File: config.mk
export PLATFORM = sky130hd
export DESIGN_NAME = rdc_correction
export DESIGN_NICKNAME = d
export VERILOG_FILES = /design/src/rtl/rdc_pkg.sv /design/src/rtl/rdc_delay_line.sv /design/src/rtl/rdc_digit_align.sv /design/src/rtl/rdc_overlap_sum.sv /design/src/rtl/rdc_correction.sv
export SDC_FILE = /design/constraint.sdc
export NUM_CORES = 1
export LEC_CHECK = 0
export ABC_AREA = 1
export ABC_CLOCK_PERIOD_IN_PS = 3500
export BUFFER_PORTS_ARGS = -buffer_cell sky130_fd_sc_hd__buf_4
export CAP_MARGIN = 20
export CELL_PAD_IN_SITES_DETAIL_PLACEMENT = 1
export CELL_PAD_IN_SITES_GLOBAL_PLACEMENT = 2
export CORE_ASPECT_RATIO = 2
export CORE_MARGIN = 1
export CORE_UTILIZATION = 34
export DETAILED_ROUTE_END_ITERATION = 16
export PLACE_DENSITY_LB_ADDON = 0.08
export SYNTH_ARGS = -nofsm -noshare
export SYNTH_HDL_FRONTEND = slang
export SYNTH_SLANG_ARGS = --single-unit
File: constraint.sdc
create_clock -name clk -period 3.5 [get_ports clk]
set_clock_uncertainty 0.15 [all_clocks]
set_input_delay 0 -clock clk [delete_from_list [all_inputs] [get_ports clk]]
set_output_delay 0 -clock clk [all_outputs]
set_load 0.005 [all_outputs]
File: src/rtl/rdc_pkg.sv
package rdc_pkg;
  typedef logic [1:0] dec_t;

  localparam dec_t DEC_BELOW   = 2'b00;
  localparam dec_t DEC_MIDDLE  = 2'b01;
  localparam dec_t DEC_ABOVE   = 2'b10;
  localparam dec_t DEC_ILLEGAL = 2'b11;

  // Map a three-level stage decision onto its digit value 0..2.
  function automatic dec_t rdc_digit(input dec_t c);
    return (c == DEC_ILLEGAL) ? DEC_ABOVE : c;
  endfunction
endpackage

File: src/rtl/rdc_delay_line.sv
module rdc_delay_line #(
  parameter int WIDTH = 2,
  parameter int DEPTH = 1
) (
  input  logic             clk,
  input  logic             rst_n,
  input  logic             en,
  input  logic [WIDTH-1:0] d,
  output logic [WIDTH-1:0] q
);
  generate
    if (DEPTH == 0) begin : g_pass
      assign q = d;
    end else begin : g_shift
      logic [WIDTH-1:0] sr [DEPTH];

      always_ff @(posedge clk) begin
        if (!rst_n) begin
          for (int i = 0; i < DEPTH; i++) sr[i] <= '0;
        end else if (en) begin
          sr[0] <= d;
          for (int i = 1; i < DEPTH; i++) sr[i] <= sr[i-1];
        end
      end

      assign q = sr[DEPTH-1];

      // Alignment counts accepted beats only; an idle cycle must freeze the tap.
      AST_DELAY_FREEZE: assert property (@(posedge clk) disable iff (!rst_n)
        !en |=> $stable(q));
    end
  endgenerate
endmodule

File: src/rtl/rdc_digit_align.sv
module rdc_digit_align
  import rdc_pkg::*;
#(
  parameter int N_RED = 3,
  localparam int IN_W = 2 * N_RED
) (
  input  logic            clk,
  input  logic            rst_n,
  input  logic            en,
  input  logic [IN_W-1:0] red_codes,
  input  logic [1:0]      fine_code,
  output logic [IN_W-1:0] dig_aligned,
  output logic [1:0]      fine_aligned
);
  genvar k;
  generate
    for (k = 0; k < N_RED; k++) begin : g_stage
      dec_t raw_dig;
      assign raw_dig = rdc_digit(red_codes[2*k +: 2]);

      // Stage k is N_RED-k beats ahead of the final stage for the same sample.
      rdc_delay_line #(.WIDTH(2), .DEPTH(N_RED - k)) u_dl (
        .clk  (clk),
        .rst_n(rst_n),
        .en   (en),
        .d    (raw_dig),
        .q    (dig_aligned[2*k +: 2])
      );
    end
  endgenerate

  assign fine_aligned = fine_code;
endmodule

File: src/rtl/rdc_overlap_sum.sv
module rdc_overlap_sum #(
  parameter int N_RED = 3,
  localparam int IN_W  = 2 * N_RED,
  localparam int OUT_W = N_RED + 2
) (
  input  logic [IN_W-1:0]  dig,
  input  logic [1:0]       fine,
  output logic [OUT_W-1:0] total
);
  logic [OUT_W-1:0] part [N_RED+1];

  assign part[0] = OUT_W'(fine);

  genvar k;
  generate
    for (k = 0; k < N_RED; k++) begin : g_add
      // One bit of overlap: stage k weighs 2^(N_RED-k), its successor half of that.
      assign part[k+1] = part[k] + (OUT_W'(dig[2*k +: 2]) << (N_RED - k));

      always_comb begin
        AST_DIGIT_LEGAL: assert (dig[2*k +: 2] !== 2'b11);
      end
    end
  endgenerate

  assign total = part[N_RED];
endmodule

File: src/rtl/rdc_correction.sv
module rdc_correction #(
  parameter int N_RED = 3,
  localparam int IN_W   = 2 * N_RED,
  localparam int OUT_W  = N_RED + 2,
  localparam int FILL_W = $clog2(N_RED + 1)
) (
  input  logic             clk,
  input  logic             rst_n,
  input  logic             in_valid,
  output logic             in_ready,
  input  logic [IN_W-1:0]  red_codes,
  input  logic [1:0]       fine_code,
  output logic             out_valid,
  input  logic             out_ready,
  output logic [OUT_W-1:0] out_word
);
  logic              accept;
  logic              primed;
  logic [FILL_W-1:0] fill_q;
  logic [IN_W-1:0]   dig_aligned;
  logic [1:0]        fine_aligned;
  logic [OUT_W-1:0]  sum_w;
  logic              ov_q;
  logic [OUT_W-1:0]  ow_q;

  assign in_ready = !ov_q || out_ready;
  assign accept   = in_valid && in_ready;
  assign primed   = (fill_q == FILL_W'(N_RED));

  rdc_digit_align #(.N_RED(N_RED)) u_align (
    .clk         (clk),
    .rst_n       (rst_n),
    .en          (accept),
    .red_codes   (red_codes),
    .fine_code   (fine_code),
    .dig_aligned (dig_aligned),
    .fine_aligned(fine_aligned)
  );

  rdc_overlap_sum #(.N_RED(N_RED)) u_sum (
    .dig  (dig_aligned),
    .fine (fine_aligned),
    .total(sum_w)
  );

  // Beats before the pipe is primed carry no complete sample.
  always_ff @(posedge clk) begin
    if (!rst_n) begin
      fill_q <= '0;
    end else if (accept && !primed) begin
      fill_q <= fill_q + 1'b1;
    end
  end

  always_ff @(posedge clk) begin
    if (!rst_n) begin
      ov_q <= 1'b0;
      ow_q <= '0;
    end else if (in_ready) begin
      ov_q <= accept && primed;
      if (accept && primed) ow_q <= sum_w;
    end
  end

  assign out_valid = ov_q;
  assign out_word  = ow_q;

  AST_STALL_HOLD: assert property (@(posedge clk) disable iff (!rst_n)
    out_valid && !out_ready |=> out_valid && $stable(out_word));
  AST_READY_IDLE: assert property (@(posedge clk) disable iff (!rst_n)
    !out_valid |-> in_ready);
  AST_WORD_NEEDS_BEAT: assert property (@(posedge clk) disable iff (!rst_n)
    $rose(out_valid) |-> $past(in_valid && in_ready));
  AST_WORD_AFTER_FILL: assert property (@(posedge clk) disable iff (!rst_n)
    out_valid |-> primed);
  AST_TAKEN_NO_BEAT: assert property (@(posedge clk) disable iff (!rst_n)
    out_valid && out_ready && !in_valid |=> !out_valid);
endmodule

# After elaboration in Yosys (flattened, before gate mapping)
# Memory sizes are Yosys's and may differ from the RTL's.
# Cells that the tools add are included.
# totals
ff_bits	8
ramBits	12
inputBits	12
out_inout_bits	7
elab_cells	41
memories	3
# classes
addsub	4
n_eq_ne	4
mux	14
bitwise_logic	5
reduce_logical	8
# memory_table
memory	depth	word_bits	read_ports	rd_ports_with_merged_regs	write_ports	line_no	text
u_align.g_stage[0].u_dl.g_shift.sr	3	2	3	0	3	rdc_delay_line.sv:15	logic [WIDTH-1:0] sr [DEPTH];
u_align.g_stage[1].u_dl.g_shift.sr	2	2	2	0	2	rdc_delay_line.sv:15	
u_align.g_stage[2].u_dl.g_shift.sr	1	2	1	0	1	rdc_delay_line.sv:15	
# op_table
operator	count
two-way mux 2 bit	9
== test 2 bit (second input constant)	4
adder 2 x 5 -> 5 bit	1
adder 5 x 3 -> 5 bit	1
adder 5 x 4 -> 5 bit	1
two-way mux 1 bit	5
OR 1 bit	5
logical AND 1 bit	3
adder 2 x 1 -> 2 bit (second input constant)	1
logical NOT 1 bit	2
AND reduction 2 bit	1
OR reduction 2 bit	1
logical OR 1 bit	1

# Logic depth before layout (Yosys ltp)
# Gate-level depths: netlist of the first run.
# logic_depth
depth_word	8
ltp_mapped	8
depth_no_buf	8

# Modules after synthesis
# From an unflattened synthesis of the first run, not the netlist that was laid out.
# unflattened
hier_cells	143
hier_area_um2	1133.6
# modules_own_cells
mod	instances	cells_per_inst	area_per_inst_um2	seq_area_each_um2
rdc_correction	1	69	456.7	160.2
rdc_delay_line (u_align.g_stage[0].u_dl)	1	23	254.0	180.2
rdc_delay_line (u_align.g_stage[1].u_dl)	1	17	178.9	120.1
rdc_overlap_sum	1	14	108.9	0.0
rdc_delay_line (u_align.g_stage[2].u_dl)	1	9	86.3	60.1
rdc_digit_align	1	11	48.8	0.0

# Worst setup path before layout of the first run
# No wires, ideal clock.
# synth_timing
path_type	reg2reg
from	memory u_align.g_stage[2].u_dl.g_shift.sr[0][0]
to	register ow_q[2], in the netlist out_word[2]
setup_time_ns	0.070
t_arrival_ns	1.194
t_required_ns	3.280
path_slack_ns	2.086
stages_incl_launch_ff	7
n_path_buf	0
synth_period_minus_slack_ns	1.414
cell_sequence	edfxtp_1 ha_1 inv_1 fa_1 inv_1 nand2_1 a21oi_1
# synth_between
elab_chain_len	2
# synth_rtl
element	line_no	text
start: declaration	rdc_delay_line.sv:15	
memory (1 x 2 bit)	n/a	
adder 5 x 3 -> 5 bit	rdc_overlap_sum.sv:18	assign part[k+1] = part[k] + (OUT_W'(dig[2*k +: 2]) << (N_RED - k));
end signal: assignment	rdc_correction.sv:61	if (accept && primed) ow_q <= sum_w;
end: declaration	rdc_correction.sv:24	logic [OUT_W-1:0] ow_q;
# Every way passes these cells.
# A chain may end at the register's enable or synchronous reset.

# Final worst setup path of the first run
# layout_timing
from	register fill_q[0]
to	register ow_q[0], in the netlist out_word[0]
# layout_between
elab_chain_len	3
# layout_rtl
element	line_no	text
start: declaration	rdc_correction.sv:19	logic [FILL_W-1:0] fill_q;
start signal: assignment	rdc_correction.sv:51	fill_q <= fill_q + 1'b1;
== test 2 bit	rdc_correction.sv:28	assign primed = (fill_q == FILL_W'(N_RED));
logical AND 1 bit	rdc_correction.sv:61	
AND reduction 2 bit (no line)	n/a	
# Every way passes these cells.

==> results of run 1 <==
==> metal layers <==
metal	share of wire, %	up-vias
li1	-	391
met5	0	-
met2	60	11
met3	2.4	5
met4	2.7	0
met1	35	367
==> worst paths after layout <==
path                                 start                        to  slack [ns]  depth (start not counted)
hold reg to reg   out_word[3]$_SDFFE_PN0P_  out_word[3]$_SDFFE_PN0P_        0.32                          2
hold / removal                fine_code[1]  out_word[1]$_SDFFE_PN0P_        0.01                          4
setup reg to reg    fill_q[0]$_SDFFE_PN0P_  out_word[0]$_SDFFE_PN0P_        1.68                          6
setup / recovery    fill_q[0]$_SDFFE_PN0P_  out_word[0]$_SDFFE_PN0P_        1.68                          6
==> stage by stage <==
step | instance area [um2] | total power [mW] | worst slack (ns) | hold slack (ns)
after floorplan | 1003 | 0.3145 | 2.086 | -0.05237
after global placement | 1164 | 0.3352 | 2.053 | 0.1016
after detailed placement | 1164 | 0.3377 | 2.027 | 0.09950
after CTS | 1319 | 0.5023 | 1.680 | 0.01945
after global routing | 1319 | 0.5197 | 1.550 | 0.05836
final | 1319 | 0.4951 | 1.682 | 0.01072
==> state kept, by name (all words and copies together), names as in the netlist <==
signal                           flops
fill_q                               2
out_valid                            1
u_align.g_stage.u_dl.g_shift.sr     12
out_word                             5
==> logic make-up (layout without fill, tap and decap cells) <==
group / count (synthesis) / count (layout) / share of synthesized area, %
fa+ha+maj: 5 / 5 / 6.983
flops: 20 / 20 / 51.87
compound gates: 6 / 6 / 2.993
simple gates: 48 / 48 / 25.31
xor+xnor: 1 / 1 / 0.8730
buf+inv: 30 / 62 / 11.97
==> cells in the mapped netlist <==
master / instances
nand2_2: 1
nand3_4: 1
inv_1: 27
a21oi_1: 6
ha_1: 4
nand3_1: 4
buf_6: 1
nor2_1: 5
dfxtp_1: 8
edfxtp_1: 12
nand2_1: 24
fa_1: 1
nor2_2: 9
nor2_4: 2
xnor2_1: 1
inv_2: 2
nand2_4: 2
==> report_power, final <==
part / internal (mW) / switching [mW] / total, mW / leakage (nW)
clock: 0.0811 / 0.0750 / 0.156 / 0.0228
sequential: 0.263 / 0.00555 / 0.268 / 0.198
combinational: 0.0339 / 0.0367 / 0.0705 / 0.406
total: 0.378 / 0.117 / 0.495 / 0.626
==> critical path: cells and delay by family (launching register included) <==
kind | cells | cell delay, ns
buf+inv | 2 | 0.67
flops | 1 | 0.36
fa+ha+maj | 1 | 0.27
simple gates | 2 | 0.20
compound gates | 1 | 0.11
==> cells in the final DEF, fill, tap and decap left out, drive strengths merged, types with 4 or more instances in the layout <==
| master | n |
|---|---|
| ha | 4 |
| clkbuf | 4 |
| inv | 29 |
| dfxtp | 8 |
| buf | 18 |
| nor2 | 16 |
| dlygate4sd3 | 11 |
| a21oi | 6 |
| edfxtp | 12 |
| nand3 | 5 |
| nand2 | 27 |
==> cell type report <==
type	count	share of cell area, %
Clock buffer	4	3.416
Multi-Input combinational cell	60	27.51
Timing Repair Buffer	29	18.60
Sequential cell	20	39.47
Tap cell	29	2.751
Inverter	29	8.254
==> results_dict.tcl, run 1 <==
set metrics [dict create \
    rsz0062_at_grt "no" \
    synth_area_mm2 0.001003 \
    finalCritPeriodShare_pct 51.93 \
    grt.total_usage_pct 14.10 \
    nNetsFinal 160 \
    final-seq-area_um2 520.5 \
    worst_pin_slew_ns 0.4885 \
    n_fill_cell 334 \
    crit_chain "ha_1 -> nand3_4 -> inv_2 -> nand2_1 -> a21oi_1 -> dlygate4sd3_1" \
    ys_seq_area_share_pct 51.87 \
    avgSynthCellArea_um2 9.122 \
    drc 0 \
    port_buffers 18 \
    cp.arrival_ns 1.87 \
    vias 774 \
    cts_setup_buffers 0 \
    power_density_mw_per_mm2 375.4 \
    ys_seq_elements 20 \
    grt_first_pass_wirelength_mm 3.070 \
    setup_viol 0 \
    drt-initial-drc-count 5 \
    dp_hpwl_mm 1.370 \
    utilization_pct 47.61 \
    peakVddDrop_mv 0.2914 \
    antenna_found_initial 0 \
    pin_count 19 \
    dr.pass1.iters 2 \
    clock_sinks 20 \
    avgRoutedWirePerCell_um 10.50 \
    leakagePower_nw 0.6262 \
    dp.cells 156 \
    hold_violations 0 \
    area_growth_pct 31.42 \
    rows 27 \
    status "completed" \
    ctsResizeCount 0 \
    final_cells 171 \
    grt_max_degree 13 \
    multi_input_area_um2 362.8 \
    clk_path_buf_depth 2 \
    die_x_um 40.42 \
    fmax_mhz 550.2 \
    core_area_mm2 0.002770 \
    start_util_pct 36.22 \
    n_antenna_cell 0 \
    syn-instance-count 110 \
    cts_made_buffers 3 \
    drtAntennaViolNets 0 \
    relSlewSlack_pct 67.36 \
    path_max_fanout 7 \
    critPathKind "reg2reg" \
    viasPerCell 4.526 \
    synth_top_area_share_pct 35.91 \
    maxCapViolCount 0 \
    use_met1_pct 13.50 \
    hp-class "in2reg" \
    drive_gt1_share_pct 26.76 \
    period_needed_ns 1.818 \
    holdBufCountCts 11 \
    tns_ns 0 \
    cpPeakStageDelay_ns 0.55 \
    path_clk_slew_ns 0.07 \
    cpMaxStageDelayCell "dlygate4sd3_1" \
    yosysWarnings 0 \
    worst_setup_path_end_kind "flip-flop" \
    synthDistinctLibCells 17 \
    yosys.area.top_type "edfxtp_1" \
    met3_usage_pct 3.352 \
    gp_congestion 0.6691 \
    clkLatencyLatePin_ns 0.26 \
    die_h_um 78.83 \
    crit_required_ns 3.56 \
    cts-htree-levels 1 \
    syn-num-nets 127 \
    met2_usage_pct 24.60 \
    synthTopCellsByArea "edfxtp_1 (36%), dfxtp_1 (16%), inv_1 (10%), nand2_1 (9.0%), nor2_2 (5.6%)" \
    grt_pass1_vias 769 \
    grt_busiest_layer "met2" \
    root_buffer "clkbuf_8" \
    grt_overflow_total 0 \
    die-area_mm2 0.003186 \
    wl_mm 1.796 \
    slew_violations 0 \
    critPathLaunchType "flip-flop" \
    cts_tree "yes" \
]
Power figures use the tool's default switching activity.
==> run 2: changes to the inputs <==
--- a/config.mk
+++ b/config.mk
@@ -6,14 +6,14 @@
 export NUM_CORES = 1
 export LEC_CHECK = 0
 export ABC_AREA = 1
-export ABC_CLOCK_PERIOD_IN_PS = 3500
+export ABC_CLOCK_PERIOD_IN_PS = 1850
 export BUFFER_PORTS_ARGS = -buffer_cell sky130_fd_sc_hd__buf_4
 export CAP_MARGIN = 20
 export CELL_PAD_IN_SITES_DETAIL_PLACEMENT = 1
 export CELL_PAD_IN_SITES_GLOBAL_PLACEMENT = 2
 export CORE_ASPECT_RATIO = 2
 export CORE_MARGIN = 1
-export CORE_UTILIZATION = 34
+export CORE_UTILIZATION = 32
 export DETAILED_ROUTE_END_ITERATION = 16
 export PLACE_DENSITY_LB_ADDON = 0.08
 export SYNTH_ARGS = -nofsm -noshare
==> constraint.sdc (replaced) <==
create_clock -name clk -period 1.85 [get_ports clk]
set_clock_uncertainty 0.15 [all_clocks]
set_input_delay 0 -clock clk [delete_from_list [all_inputs] [get_ports clk]]
set_output_delay 0 -clock clk [all_outputs]
set_load 0.005 [all_outputs]
==> run 2 against run 1 <==
  * Register-to-register slack lost 1.5 ns
  * Sequential share of layout area is essentially flat
  * Non-clock buffer count is the same
  * Sequential cell count is the same
  * Combinational power grew 90%
  * Clock power grew 88%
  * Via count grew 1.0%
  * Global-route usage shrank 1.7 points
==> results_dict.tcl, run 2 (same netlist as run 1, synthesis figures left out) <==
set metrics [dict create \
    status "completed" \
    gp_congestion 0.7762 \
    avgRoutedWirePerCell_um 10.34 \
    min_path_cells 6 \
    cp_num_buf_inv 2 \
    dp.cells 157 \
    n_antenna_cell 0 \
    core_area_mm2 0.002978 \
    root_buffer "clkbuf_8" \
    period_needed_ns 1.670 \
    dr.pass1.iters 2 \
    worst_setup_path_end_kind "flip-flop" \
    area_growth_pct 31.55 \
    rrSetupSlack_ns 0.18 \
    grt_overflow_total 0 \
    vias 782 \
    setup_viol 0 \
    top_register "u_align.g_stage.u_dl.g_shift.sr" \
    grt_max_degree 13 \
    grt.total_usage_pct 12.42 \
    antenna_found_initial 0 \
    post_dp_cell_area_mm2 0.001165 \
    rows 28 \
    cp.arrival_ns 1.73 \
    clkLatencyLatePin_ns 0.26 \
    path_max_fanout 7 \
    die_h_um 81.19 \
    viasPerCell 4.547 \
    crit_cells 6 \
    crit_chain "ha_1 -> nand3_4 -> nand2_1 -> nand2_1 -> dlygate4sd3_1 -> inv_1" \
    finalInstanceArea_mm2 0.001320 \
    largest_reg_flops 12 \
    grt_first_pass_wirelength_mm 3.139 \
    cts_setup_buffers 0 \
    tns_ns 0 \
    final_common_cell "inv_1" \
    maxCapViolCount 0 \
    hold_violations 0 \
    relSlewSlack_pct 67.51 \
    fmax_mhz 598.8 \
    cpMaxStageDelayCell "dlygate4sd3_1" \
    nNetsFinal 160 \
    die-area_mm2 0.003377 \
    critPathKind "reg2reg" \
    worst_pin_slew_ns 0.4862 \
    cts_tree "yes" \
    cpPeakStageDelay_ns 0.54 \
    cts-htree-levels 1 \
    drt-initial-drc-count 10 \
    final_cells 172 \
    holdBufCountCts 11 \
    pin_count 19 \
    grt_pass1_vias 774 \
    path_clk_slew_ns 0.07 \
    peakVddDrop_mv 0.3879 \
    drtAntennaViolNets 0 \
    port_buffers 18 \
    fin_ws_ns 0.1800 \
    clock_sinks 20 \
    leakagePower_nw 0.6238 \
    layout_common_cells "inv_1 (27), nand2_1 (24), buf_4 (18)" \
    crit_family "buffers and inverters" \
    dpl_worst_slack_ns 0.3689 \
    drive_gt1_share_pct 26.76 \
    ctsResizeCount 0 \
    power_density_mw_per_mm2 707.5 \
    start_util_pct 33.70 \
    slew_violations 0 \
    rr_worst_depth 6 \
    drc 0 \
    dp_hpwl_mm 1.401 \
    die_x_um 41.60 \
    finalCritPeriodShare_pct 90.27 \
    clk_path_buf_depth 2 \
    cts_made_buffers 3 \
    wl_mm 1.778 \
    critPathLaunchType "flip-flop" \
    rsz0062_at_grt "no" \
    crit_required_ns 1.91 \
    hp-class "in2reg" \
    cp_common_cell "nand2_1" \
]
==> run 2: through the flow <==
stage                     utilization [%]  total power [mW]  hold WS (ns)
after global placement              39.12            0.6321       0.09839
after CTS                           44.33            0.9531       0.08241
after detailed placement            39.12            0.6386        0.1035
after global routing                44.33            0.9901        0.1043
after floorplan                         -            0.5950      -0.05237
final                               44.33            0.9339       0.08199
==> run 2: path summary, 6_finish.rpt <==
path                                   end                      from
hold reg to reg   out_word[2]$_SDFFE_PN0P_  out_word[2]$_SDFFE_PN0P_
hold / removal    out_word[1]$_SDFFE_PN0P_                 out_ready
setup reg to reg    out_valid$_SDFFE_PN0P_    fill_q[0]$_SDFFE_PN0P_
setup / recovery    out_valid$_SDFFE_PN0P_    fill_q[0]$_SDFFE_PN0P_
==> run 2: layer usage <==
metal / wire [um] / track usage, % / vias to the layer above
met2: 1073 / 23.59 / 10
met4: 62 / 8.710 / 0
met3: 30 / 2.000 / 5
li1: - / - / 392
met5: 0 / 0 / -
met1: 611 / 11.62 / 375
==> run 2: worst reg2reg max path: stages, from the launching register on <==
cell and delay (ns):
dfxtp_1 0.35, ha_1 0.27, nand3_4 0.14, nand2_1 0.08
nand2_1 0.04, dlygate4sd3_1 0.54, inv_1 0.05
==> run 2: where the power goes <==
group          internal (mW)  switching, mW
Clock                  0.148          0.145
Combinational         0.0649         0.0688
Sequential             0.497         0.0101
Total                  0.710          0.224
==> run 2: area by class of cell <==
type	instances	area (um2)
fillers	353	1658
inverters	29	108.9
well taps	30	37.54
clock buffers	3	41.29
multi-input cells	60	362.8
flip-flops and latches	20	520.5
clock inverters	1	3.754
repair buffers	29	245.2
==> run 3: changes to the inputs <==
--- a/config.mk
+++ b/config.mk
@@ -7,15 +7,12 @@
 export LEC_CHECK = 0
 export ABC_AREA = 1
 export ABC_CLOCK_PERIOD_IN_PS = 1850
-export BUFFER_PORTS_ARGS = -buffer_cell sky130_fd_sc_hd__buf_4
+export BUFFER_PORTS_ARGS = -buffer_cell sky130_fd_sc_hd__buf_2
 export CAP_MARGIN = 20
-export CELL_PAD_IN_SITES_DETAIL_PLACEMENT = 1
-export CELL_PAD_IN_SITES_GLOBAL_PLACEMENT = 2
-export CORE_ASPECT_RATIO = 2
 export CORE_MARGIN = 1
-export CORE_UTILIZATION = 32
+export CORE_UTILIZATION = 53
 export DETAILED_ROUTE_END_ITERATION = 16
-export PLACE_DENSITY_LB_ADDON = 0.08
+export PLACE_DENSITY = 0.77
 export SYNTH_ARGS = -nofsm -noshare
 export SYNTH_HDL_FRONTEND = slang
 export SYNTH_SLANG_ARGS = --single-unit
==> run 3 against run 2 <==
  * Via count is 5.4% lower
  * Worst setup slack worse by 0.11 ns
  * Clock power is 18% higher
  * Combinational power is 3% lower
  * Critical path depth stayed put
  * Fmax is 6.2% lower
  * Cell area is 0.85% lower
  * Die area is 39% lower
  * Wire length is 9.6% lower
  * Critical path type unchanged
==> results_dict.tcl, run 3 (same netlist as run 1, synthesis figures left out) <==
set metrics [dict create \
    grt_pass1_vias 705 \
    nNetsFinal 162 \
    wl_mm 1.608 \
    vias 740 \
    tns_ns 0 \
    root_buffer "clkbuf_4" \
    worst_pin_slew_ns 0.4680 \
    final_common_cell "inv_1" \
    fmax_mhz 561.8 \
    grt_max_degree 13 \
    critPathKind "reg2reg" \
    path_max_fanout 7 \
    layout_common_cells "inv_1 (27), nand2_1 (24), buf_2 (18)" \
    port_buffers 18 \
    leakagePower_nw 0.6262 \
    hold_violations 0 \
    relSlewSlack_pct 68.72 \
    rr_worst_depth 6 \
    maxCapViolCount 0 \
    die_h_um 45.51 \
    grt.total_usage_pct 18.36 \
    min_path_cells 6 \
    core_area_mm2 0.001745 \
    power_density_mw_per_mm2 753.6 \
    drive_gt1_share_pct 27.78 \
    dp.cells 152 \
    area_growth_pct 30.42 \
    critPathLaunchType "flip-flop" \
    finalCritPeriodShare_pct 96.21 \
    pin_count 19 \
    gp_congestion 0.8109 \
    cp.arrival_ns 1.87 \
    rows 15 \
    clk_path_buf_depth 2 \
    final_cells 169 \
    clock_sinks 20 \
    rsz0062_at_grt "no" \
    crit_required_ns 1.94 \
    antenna_found_initial 0 \
    drtAntennaViolNets 0 \
    avgRoutedWirePerCell_um 9.515 \
    n_antenna_cell 0 \
    cts_tree "yes" \
    slew_violations 0 \
    drc 0 \
    top_register "u_align.g_stage.u_dl.g_shift.sr" \
    crit_chain "ha_4 -> nand3_4 -> inv_2 -> nand2_1 -> a21oi_1 -> dlygate4sd3_1" \
    drt-initial-drc-count 7 \
    worst_setup_path_end_kind "flip-flop" \
    clkLatencyLatePin_ns 0.29 \
    die_x_um 45.51 \
    period_needed_ns 1.780 \
    die-area_mm2 0.002071 \
    cpMaxStageDelayCell "dlygate4sd3_1" \
    setup_viol 0 \
    dp_hpwl_mm 1.067 \
    dr.pass1.iters 4 \
    status "completed" \
    viasPerCell 4.379 \
    cts-htree-levels 1 \
    grt_overflow_total 0 \
    peakVddDrop_mv 0.6630 \
    largest_reg_flops 12 \
    start_util_pct 57.49 \
    n_fill_cell 128 \
    cts_setup_buffers 0 \
    hp-class "in2reg" \
    cpPeakStageDelay_ns 0.55 \
    grt_first_pass_wirelength_mm 2.670 \
    cts_made_buffers 3 \
    path_clk_slew_ns 0.11 \
]
run 3: changes by cell type in the layout (fill, tap and decap cells not counted):
cell / change
clkinv_1: -1
clkbuf_4: +3
ha_1: -1
bufinv_16: +1
ha_4: +1
clkbuf_8: -3
dlygate4sd3_1: +2
buf_4: -18
buf_2: +18
run 3: critical path: cells and delay by family, from the launching register on:
family / cells / cell delay (ns)
buffers and inverters: 2 / 0.66
flip-flops: 1 / 0.42
adder cells (fa/ha/maj): 1 / 0.19
AND/OR/NAND/NOR: 2 / 0.19
AO/OA/AOI/OAI: 1 / 0.12
run 3: layer usage:
metal	track usage, %	wire length (um)	up-vias
met5	0	0	-
met4	5.455	17	0
met3	6.349	59	2
met2	34.57	892	15
met1	18.67	639	324
li1	-	-	399
run 3: metrics by stage:
| stage | setup WS, ns | total power [mW] | hold WS [ns] | utilization (%) | cell area (um2) |
|---|---|---|---|---|---|
| detailed placement | 0.3668 | 0.6265 | 0.1146 | 63.80 | 1114 |
| CTS | 0.02947 | 0.9919 | 0.04245 | 74.27 | 1296 |
| floorplan | 0.4359 | 0.5950 | -0.05237 | - | 1003 |
| finish | 0.07011 | 0.9862 | 0.04626 | 74.98 | 1309 |
| global placement | 0.4162 | 0.6191 | 0.1014 | 63.80 | 1114 |
| global route | 0.01039 | 1.036 | 0.08156 | 74.98 | 1309 |
run 3: final cells by class:
class | count | area (um2) | share of cell area [%]
inverters | 29 | 108.9 | 8.317
multi-input cells | 60 | 375.4 | 28.68
repair buffers | 31 | 220.2 | 16.83
well taps | 25 | 31.28 | 2.390
flip-flops and latches | 20 | 520.5 | 39.77
clock buffers | 3 | 22.52 | 1.721
clock inverters | 1 | 30.03 | 2.294
run 3: path summary, 6_finish.rpt:
kind / slack, ns / endpoint / from
worst max-delay path: 0.07 / out_word[0]$_SDFFE_PN0P_ / fill_q[0]$_SDFFE_PN0P_
worst min register to register: 0.32 / out_word[2]$_SDFFE_PN0P_ / out_word[2]$_SDFFE_PN0P_
worst min-delay path: 0.05 / out_word[1]$_SDFFE_PN0P_ / out_ready
worst max register to register: 0.07 / out_word[0]$_SDFFE_PN0P_ / fill_q[0]$_SDFFE_PN0P_
run 3: power by group:
part           internal [mW]  switching, mW
registers              0.497         0.0125
logic                 0.0612         0.0688
clock network          0.219          0.128
total                  0.777          0.209
run 3: timing repair:
item,4_1_cts,5_1_grt
endpoints found under the setup margin,0,1
endpoints found under the hold margin,14,0
gates resized for setup,0,2
hold buffers,13,0
